==> config.mk <==
export PLATFORM = sky130hd
export DESIGN_NAME = dest_exec_unit
export DESIGN_NICKNAME = d
export VERILOG_FILES = /design/src/rtl/dest_exec_pkg.sv /design/src/rtl/dex_control.sv /design/src/rtl/dex_datapath.sv /design/src/rtl/dest_exec_unit.sv
export SDC_FILE = /design/constraint.sdc
export NUM_CORES = 1
export LEC_CHECK = 0
export ABC_AREA = 1
export ABC_CLOCK_PERIOD_IN_PS = 4000
export BUFFER_PORTS_ARGS = -buffer_cell sky130_fd_sc_hd__buf_4
export CAP_MARGIN = 20
export CORE_MARGIN = 10
export CORE_UTILIZATION = 55
export DETAILED_ROUTE_END_ITERATION = 12
export MAX_ROUTING_LAYER = met4
export PLACE_DENSITY = 0.95
export SYNTH_ARGS = -nofsm -noshare
export SYNTH_HDL_FRONTEND = slang
export SYNTH_SLANG_ARGS = --single-unit
==> constraint.sdc <==
create_clock -name clk -period 4 [get_ports clk]
set_input_delay 0.4 -clock clk [delete_from_list [all_inputs] [get_ports clk]]
set_output_delay 0.4 -clock clk [all_outputs]
set_load 0.02 [all_outputs]
==> src/rtl/dest_exec_pkg.sv <==
package dest_exec_pkg;

  typedef logic [7:0] byte_t;

  localparam byte_t OPC_ADD_DIRECT  = 8'h04;
  localparam byte_t OPC_ADD_INDEXED = 8'h05;
  localparam byte_t OPC_ADD_IMM     = 8'h06;
  localparam byte_t OPC_MOV_REG_A   = 8'h60;
  localparam byte_t OPC_MOV_REG_IMM = 8'h62;

  localparam logic [1:0] LEN_SHORT = 2'd2;
  localparam logic [1:0] LEN_LONG  = 2'd3;

  // Instruction class derived from the opcode byte
  typedef struct packed {
    logic legal;
    logic isAdd;    // read-modify-write on RAM, else register-space write
    logic indexed;  // destination = X + operand 1
    logic immSrc;   // source = operand 2 (three-byte form)
  } decode_t;

  // Strobes from control to datapath
  typedef struct packed {
    logic [1:0] progOfs;   // program address = pc + progOfs
    logic       latchOp1;
    logic       latchOp2;
    logic       ramRd;
    logic       ramWr;
    logic       regWr;
    logic       useIdx;
    logic       useImm;
    logic [1:0] pcStep;
    logic       flagUpd;
  } strobe_t;

  function automatic decode_t decodeOpcode(byte_t opc);
    decode_t d;
    d = '0;
    unique case (opc)
      OPC_ADD_DIRECT:  d = '{legal: 1'b1, isAdd: 1'b1, indexed: 1'b0, immSrc: 1'b0};
      OPC_ADD_INDEXED: d = '{legal: 1'b1, isAdd: 1'b1, indexed: 1'b1, immSrc: 1'b0};
      OPC_ADD_IMM:     d = '{legal: 1'b1, isAdd: 1'b1, indexed: 1'b0, immSrc: 1'b1};
      OPC_MOV_REG_A:   d = '{legal: 1'b1, isAdd: 1'b0, indexed: 1'b0, immSrc: 1'b0};
      OPC_MOV_REG_IMM: d = '{legal: 1'b1, isAdd: 1'b0, indexed: 1'b0, immSrc: 1'b1};
      default:         d = '0;
    endcase
    return d;
  endfunction

endpackage

==> src/rtl/dex_control.sv <==
module dex_control
  import dest_exec_pkg::*;
(
  input  logic    clk,
  input  logic    rstN,
  input  byte_t   progData,
  output strobe_t strb,
  output logic    halted
);

  typedef enum logic [2:0] {
    S_FETCH, S_DECODE, S_OPER1, S_OPER2, S_EXEC, S_WBACK, S_HALT
  } state_t;

  state_t  state, stateNext;
  decode_t dec, decNow;
  logic [1:0] instLen;

  assign decNow  = decodeOpcode(progData);
  assign instLen = dec.immSrc ? LEN_LONG : LEN_SHORT;
  assign halted  = (state == S_HALT);

  always_ff @(posedge clk) begin
    if (!rstN) begin
      state <= S_FETCH;
      dec   <= '0;
    end else begin
      state <= stateNext;
      if (state == S_DECODE) dec <= decNow;
    end
  end

  always_comb begin
    stateNext = state;
    strb      = '0;
    unique case (state)
      S_FETCH: begin
        strb.progOfs = 2'd0;
        stateNext    = S_DECODE;
      end
      S_DECODE: begin
        strb.progOfs = 2'd1;
        stateNext    = decNow.legal ? S_OPER1 : S_HALT;
      end
      S_OPER1: begin
        strb.latchOp1 = 1'b1;
        strb.progOfs  = 2'd2;
        stateNext     = dec.immSrc ? S_OPER2 : S_EXEC;
      end
      S_OPER2: begin
        strb.latchOp2 = 1'b1;
        stateNext     = S_EXEC;
      end
      S_EXEC: begin
        strb.useIdx = dec.indexed;
        strb.useImm = dec.immSrc;
        if (dec.isAdd) begin
          strb.ramRd = 1'b1;
          stateNext  = S_WBACK;
        end else begin
          strb.regWr  = 1'b1;
          strb.pcStep = instLen;
          stateNext   = S_FETCH;
        end
      end
      S_WBACK: begin
        strb.useIdx  = dec.indexed;
        strb.useImm  = dec.immSrc;
        strb.ramWr   = 1'b1;
        strb.flagUpd = 1'b1;
        strb.pcStep  = instLen;
        stateNext    = S_FETCH;
      end
      S_HALT: stateNext = S_HALT;
      default: stateNext = S_HALT;
    endcase
  end

endmodule

==> src/rtl/dex_datapath.sv <==
module dex_datapath
  import dest_exec_pkg::*;
#(
  parameter int PC_W = 8
) (
  input  logic            clk,
  input  logic            rstN,
  input  byte_t           aInit,
  input  byte_t           xInit,
  input  strobe_t         strb,
  input  byte_t           progData,
  input  byte_t           ramRdData,
  output logic [PC_W-1:0] progAddr,
  output byte_t           ramAddr,
  output byte_t           ramWrData,
  output byte_t           regAddr,
  output byte_t           regWrData,
  output logic [PC_W-1:0] pcOut,
  output byte_t           accOut,
  output byte_t           xOut,
  output logic            carryOut,
  output logic            zeroOut
);

  localparam int SUM_W = $bits(byte_t) + 1;

  logic [PC_W-1:0] pc;
  byte_t accA, idxX, oper1, oper2;
  logic  carry, zero;
  byte_t destAddr, srcVal;
  logic [SUM_W-1:0] sum;

  assign destAddr = strb.useIdx ? byte_t'(idxX + oper1) : oper1;
  assign srcVal   = strb.useImm ? oper2 : accA;
  assign sum      = {1'b0, ramRdData} + {1'b0, srcVal};

  assign progAddr  = pc + PC_W'(strb.progOfs);
  assign ramAddr   = destAddr;
  assign ramWrData = sum[SUM_W-2:0];
  assign regAddr   = destAddr;
  assign regWrData = srcVal;
  assign pcOut     = pc;
  assign accOut    = accA;
  assign xOut      = idxX;
  assign carryOut  = carry;
  assign zeroOut   = zero;

  always_ff @(posedge clk) begin
    if (!rstN) begin
      pc    <= '0;
      accA  <= aInit;
      idxX  <= xInit;
      oper1 <= '0;
      oper2 <= '0;
      carry <= 1'b0;
      zero  <= 1'b0;
    end else begin
      if (strb.latchOp1) oper1 <= progData;
      if (strb.latchOp2) oper2 <= progData;
      pc <= pc + PC_W'(strb.pcStep);
      if (strb.flagUpd) begin
        carry <= sum[SUM_W-1];
        zero  <= (sum[SUM_W-2:0] == '0);
      end
    end
  end

endmodule

==> src/rtl/dest_exec_unit.sv <==
module dest_exec_unit
  import dest_exec_pkg::*;
#(
  parameter int PC_W = 8
) (
  input  logic            clk,
  input  logic            rstN,
  input  logic [7:0]      aInit,
  input  logic [7:0]      xInit,
  output logic [PC_W-1:0] progAddr,
  input  logic [7:0]      progData,
  output logic [7:0]      ramAddr,
  output logic            ramRdEn,
  input  logic [7:0]      ramRdData,
  output logic            ramWrEn,
  output logic [7:0]      ramWrData,
  output logic [7:0]      regAddr,
  output logic            regWrEn,
  output logic [7:0]      regWrData,
  output logic [PC_W-1:0] pcOut,
  output logic [7:0]      accOut,
  output logic [7:0]      xOut,
  output logic            carryOut,
  output logic            zeroOut,
  output logic            illegalOp
);

  strobe_t strb;

  dex_control u_ctl (
    .clk      (clk),
    .rstN     (rstN),
    .progData (progData),
    .strb     (strb),
    .halted   (illegalOp)
  );

  dex_datapath #(.PC_W(PC_W)) u_dp (
    .clk       (clk),
    .rstN      (rstN),
    .aInit     (aInit),
    .xInit     (xInit),
    .strb      (strb),
    .progData  (progData),
    .ramRdData (ramRdData),
    .progAddr  (progAddr),
    .ramAddr   (ramAddr),
    .ramWrData (ramWrData),
    .regAddr   (regAddr),
    .regWrData (regWrData),
    .pcOut     (pcOut),
    .accOut    (accOut),
    .xOut      (xOut),
    .carryOut  (carryOut),
    .zeroOut   (zeroOut)
  );

  assign ramRdEn = strb.ramRd;
  assign ramWrEn = strb.ramWr;
  assign regWrEn = strb.regWr;

endmodule

==> flow_summary.toml <==
[cells_and_area]
final_cells = 546
finalNetCount = 531
diodes = 0
syn_to_final_growth_pct = 27.1
drive_above_1_share_pct = 28.3

[floorplan]
die_height_um = 94.6
start_util_pct = 56.2
die_w_um = 94.6
rows = 27
core_area_um2 = 5440
pin_count = 104
die_area_um2 = 8940

[placed_design]
place_ws_ps = 1200
dp_cells = 538
hpwl_um = 6940
port-buffer-count = 103
place_congestion = 0.987

[hold_path]
worstHoldStart = "xInit[6]"
min_path_type = "input port to register"
whs_path_depth = 1
hold_end = "u_dp.xOut[6]"

[synthesis]
synth_top_area_cell = "dfxtp_1"
yosys.cell_types.count = 39
synthCells = 384
yosysWarnings = 0
synthTopCellsByCount = "inv_1 (59), nand2_1 (59), nor2_1 (38)"
ys_ff_latch = 48
synthFlopType = "dfxtp_1"
synth_top_area_share_pct = 20.9
avgSynthCellArea_um2 = 7.96
netlist_area_um2 = 3060
synthTopCellsByArea = "dfxtp_1 (21%), edfxtp_1 (16%), ha_1 (8.2%)"
syn_nets = 442
synth-edff-count = 16
async_flop_share_pct = 0
seq_area_frac_synth_pct = 36.7

[route]
routed_wl_um = 9090
drtPass1Iterations = 7
dr_total_vias = 3002
viasPerCell = 5.50
routedWlPerCell_um = 16.7
drc_errors = 0
dr.first_iter.drc_count = 234
ant_nets = 0

[worst_setup_path]
cp_data_required_time_ps = 3600
rr_startpoint = "u_ctl.state[2]"
r2r.worst_path.cells = 16
regToRegEndpoint = "u_dp.zeroOut"
rrSetupSlack_ps = 1250
cp.arrival_ps = 2820
worst_setup_path_end_kind = "output pin"
path_class = "register to output pin"
start_kind = "register"
worstPathMaxFanout = 9

[sta]
setup_violations = 0
period_needed_ps = 3220
fmax_mhz = 310
rsz0062_at_grt = "no"
clock-skew-final_ps = 5.97
fin_crit_sh_pct = 80.6
relSlewSlack_pct = 42.7
tns_ps = 0
finalHoldViolCount = 0
drv_slew = 0
worst_slack_ps = 777
worst_slew_pin_slew_ps = 854

[cts]
cts_setup_buffers = 0
cts_buffer_depth = 2
cts_buffers = 5
clockRootBuffer = "clkbuf_8"
holdBufCountCts = 0
path_clk_slew_ps = 90
cts_tree = "yes"
cts-resized-gates = 0
clock-sinks = 48
clock_latency_ps = 320
h-tree-depth = 2

[grt]
antenna_found_initial = 0
overflow = 0
grt_max_degree = 27
grt_pass1_vias = 3169
grt_first_pass_wirelength_um = 14600
gr-usage-all-layers_pct = 20.8

[pwr]
cellLeakagePower_uw = 0.00197
power.density_nw_per_um2 = 538
peakVddDrop_mv = 0.322

[flow_run]
drv_cap = 0

[status]
outcome = "finished, final reports clean"
registers in the layout (all words and copies together), names as in the netlist:
name / count
u_dp.xOut: 8
u_dp.zeroOut: 1
u_dp.accOut: 8
u_dp.pcOut: 8
u_ctl.dec: 3
u_dp.carryOut: 1
u_dp.oper1: 8
u_dp.oper2: 8
u_ctl.state: 3
power by group:
group	internal [uW]	switching, uW
clock	201	174
combinational	394	646
sequential	590	85.8
total	1190	906
layout by cell type, fill, tap and decap left out:
master     count
o22ai_1        1
xor2_1         8
buf_4        103
o211ai_1       1
o21bai_1       1
nor2_4         2
o21ai_0       35
o21ai_2        1
dfxtp_1       32
a211oi_1       2
a31oi_1        1
nand2_1       59
nor3_4         1
fa_1           4
nand2_4        3
nand2_8        1
nand4_1        3
or3_1          1
a21oi_1       27
clkinv_2       1
inv_2          3
inv_1         59
or2_2          2
ha_1          20
xnor2_1        2
edfxtp_1      16
nor2_1        38
clkinv_1       2
nor2_2         1
nor3_1         6
nand3_1       20
nand2_2        1
mux2_4         7
o31ai_1        1
clkbuf_8       6
o21ai_1        1
nor3_2         1
bufinv_16      1
cell type report:
class | count | area [um^2]
clock buffer | 6 | 82.6
clock inverter | 2 | 33.8
fill | 396 | 1550
inverter | 64 | 241
sequential | 48 | 1120
timing repair buffer | 103 | 773
multi-input combinational | 251 | 1540
tap | 72 | 90.1
how the worst max path moves through the flow:
stage	from	end	slack (ps)
CTS	u_ctl.state[2]	ramWrData[7]	840
floorplan	u_ctl.state[0]	ramWrData[7]	1360
finish	u_ctl.state[2]	ramWrData[7]	780
global placement	u_ctl.state[2]	ramWrData[7]	1310
detailed placement	u_ctl.state[2]	ramWrData[7]	1200
global route	u_ctl.state[0]	ramWrData[5]	570
layer usage:
metal	vias to the layer above	wire [um]	track usage, %	part of all wire (%)
li1	1407	-	-	-
met1	1415	3430	21.9	38
met2	143	4610	35.4	51
met3	37	640	4.84	7.0
met4	0	417	11.0	4.6
met5	-	0	-	0
metrics by stage:
stage | power [uW] | hold slack (ps) | util [%] | instance area (um^2)
after floorplan | 1410 | 442 | - | 3060
after detailed placement | 1700 | 473 | 69.3 | 3770
after global placement | 1650 | 463 | 69.3 | 3770
after global routing | 2220 | 244 | 71.5 | 3890
after CTS | 2080 | 250 | 71.5 | 3890
final | 2090 | 244 | 71.5 | 3890
cells by family (layout without fill, tap and decap cells):
family	count (synthesis)	in the layout	synth area share, %
buffers and inverters	85	175	12.8
AOI/OAI and AO/OA	71	71	12.2
DFF	48	48	36.7
muxes	7	7	3.44
xor gates and xnor gates	10	10	2.86
adders and majority gates	24	24	10.8
and+or+nand+nor	139	139	21.2
critical path: stages (launching register included):
cell and delay, ps:
dfxtp_1 570, nand2_2 160, nand2_4 140, nand2_8 90
mux2_4 320, ha_1 380, inv_1 110, nor3_1 220
nand2_1 110, nand2_1 80, nand2_1 50, nand2_1 70
inv_1 40, buf_4 150
Power figures use the tool's default switching activity.
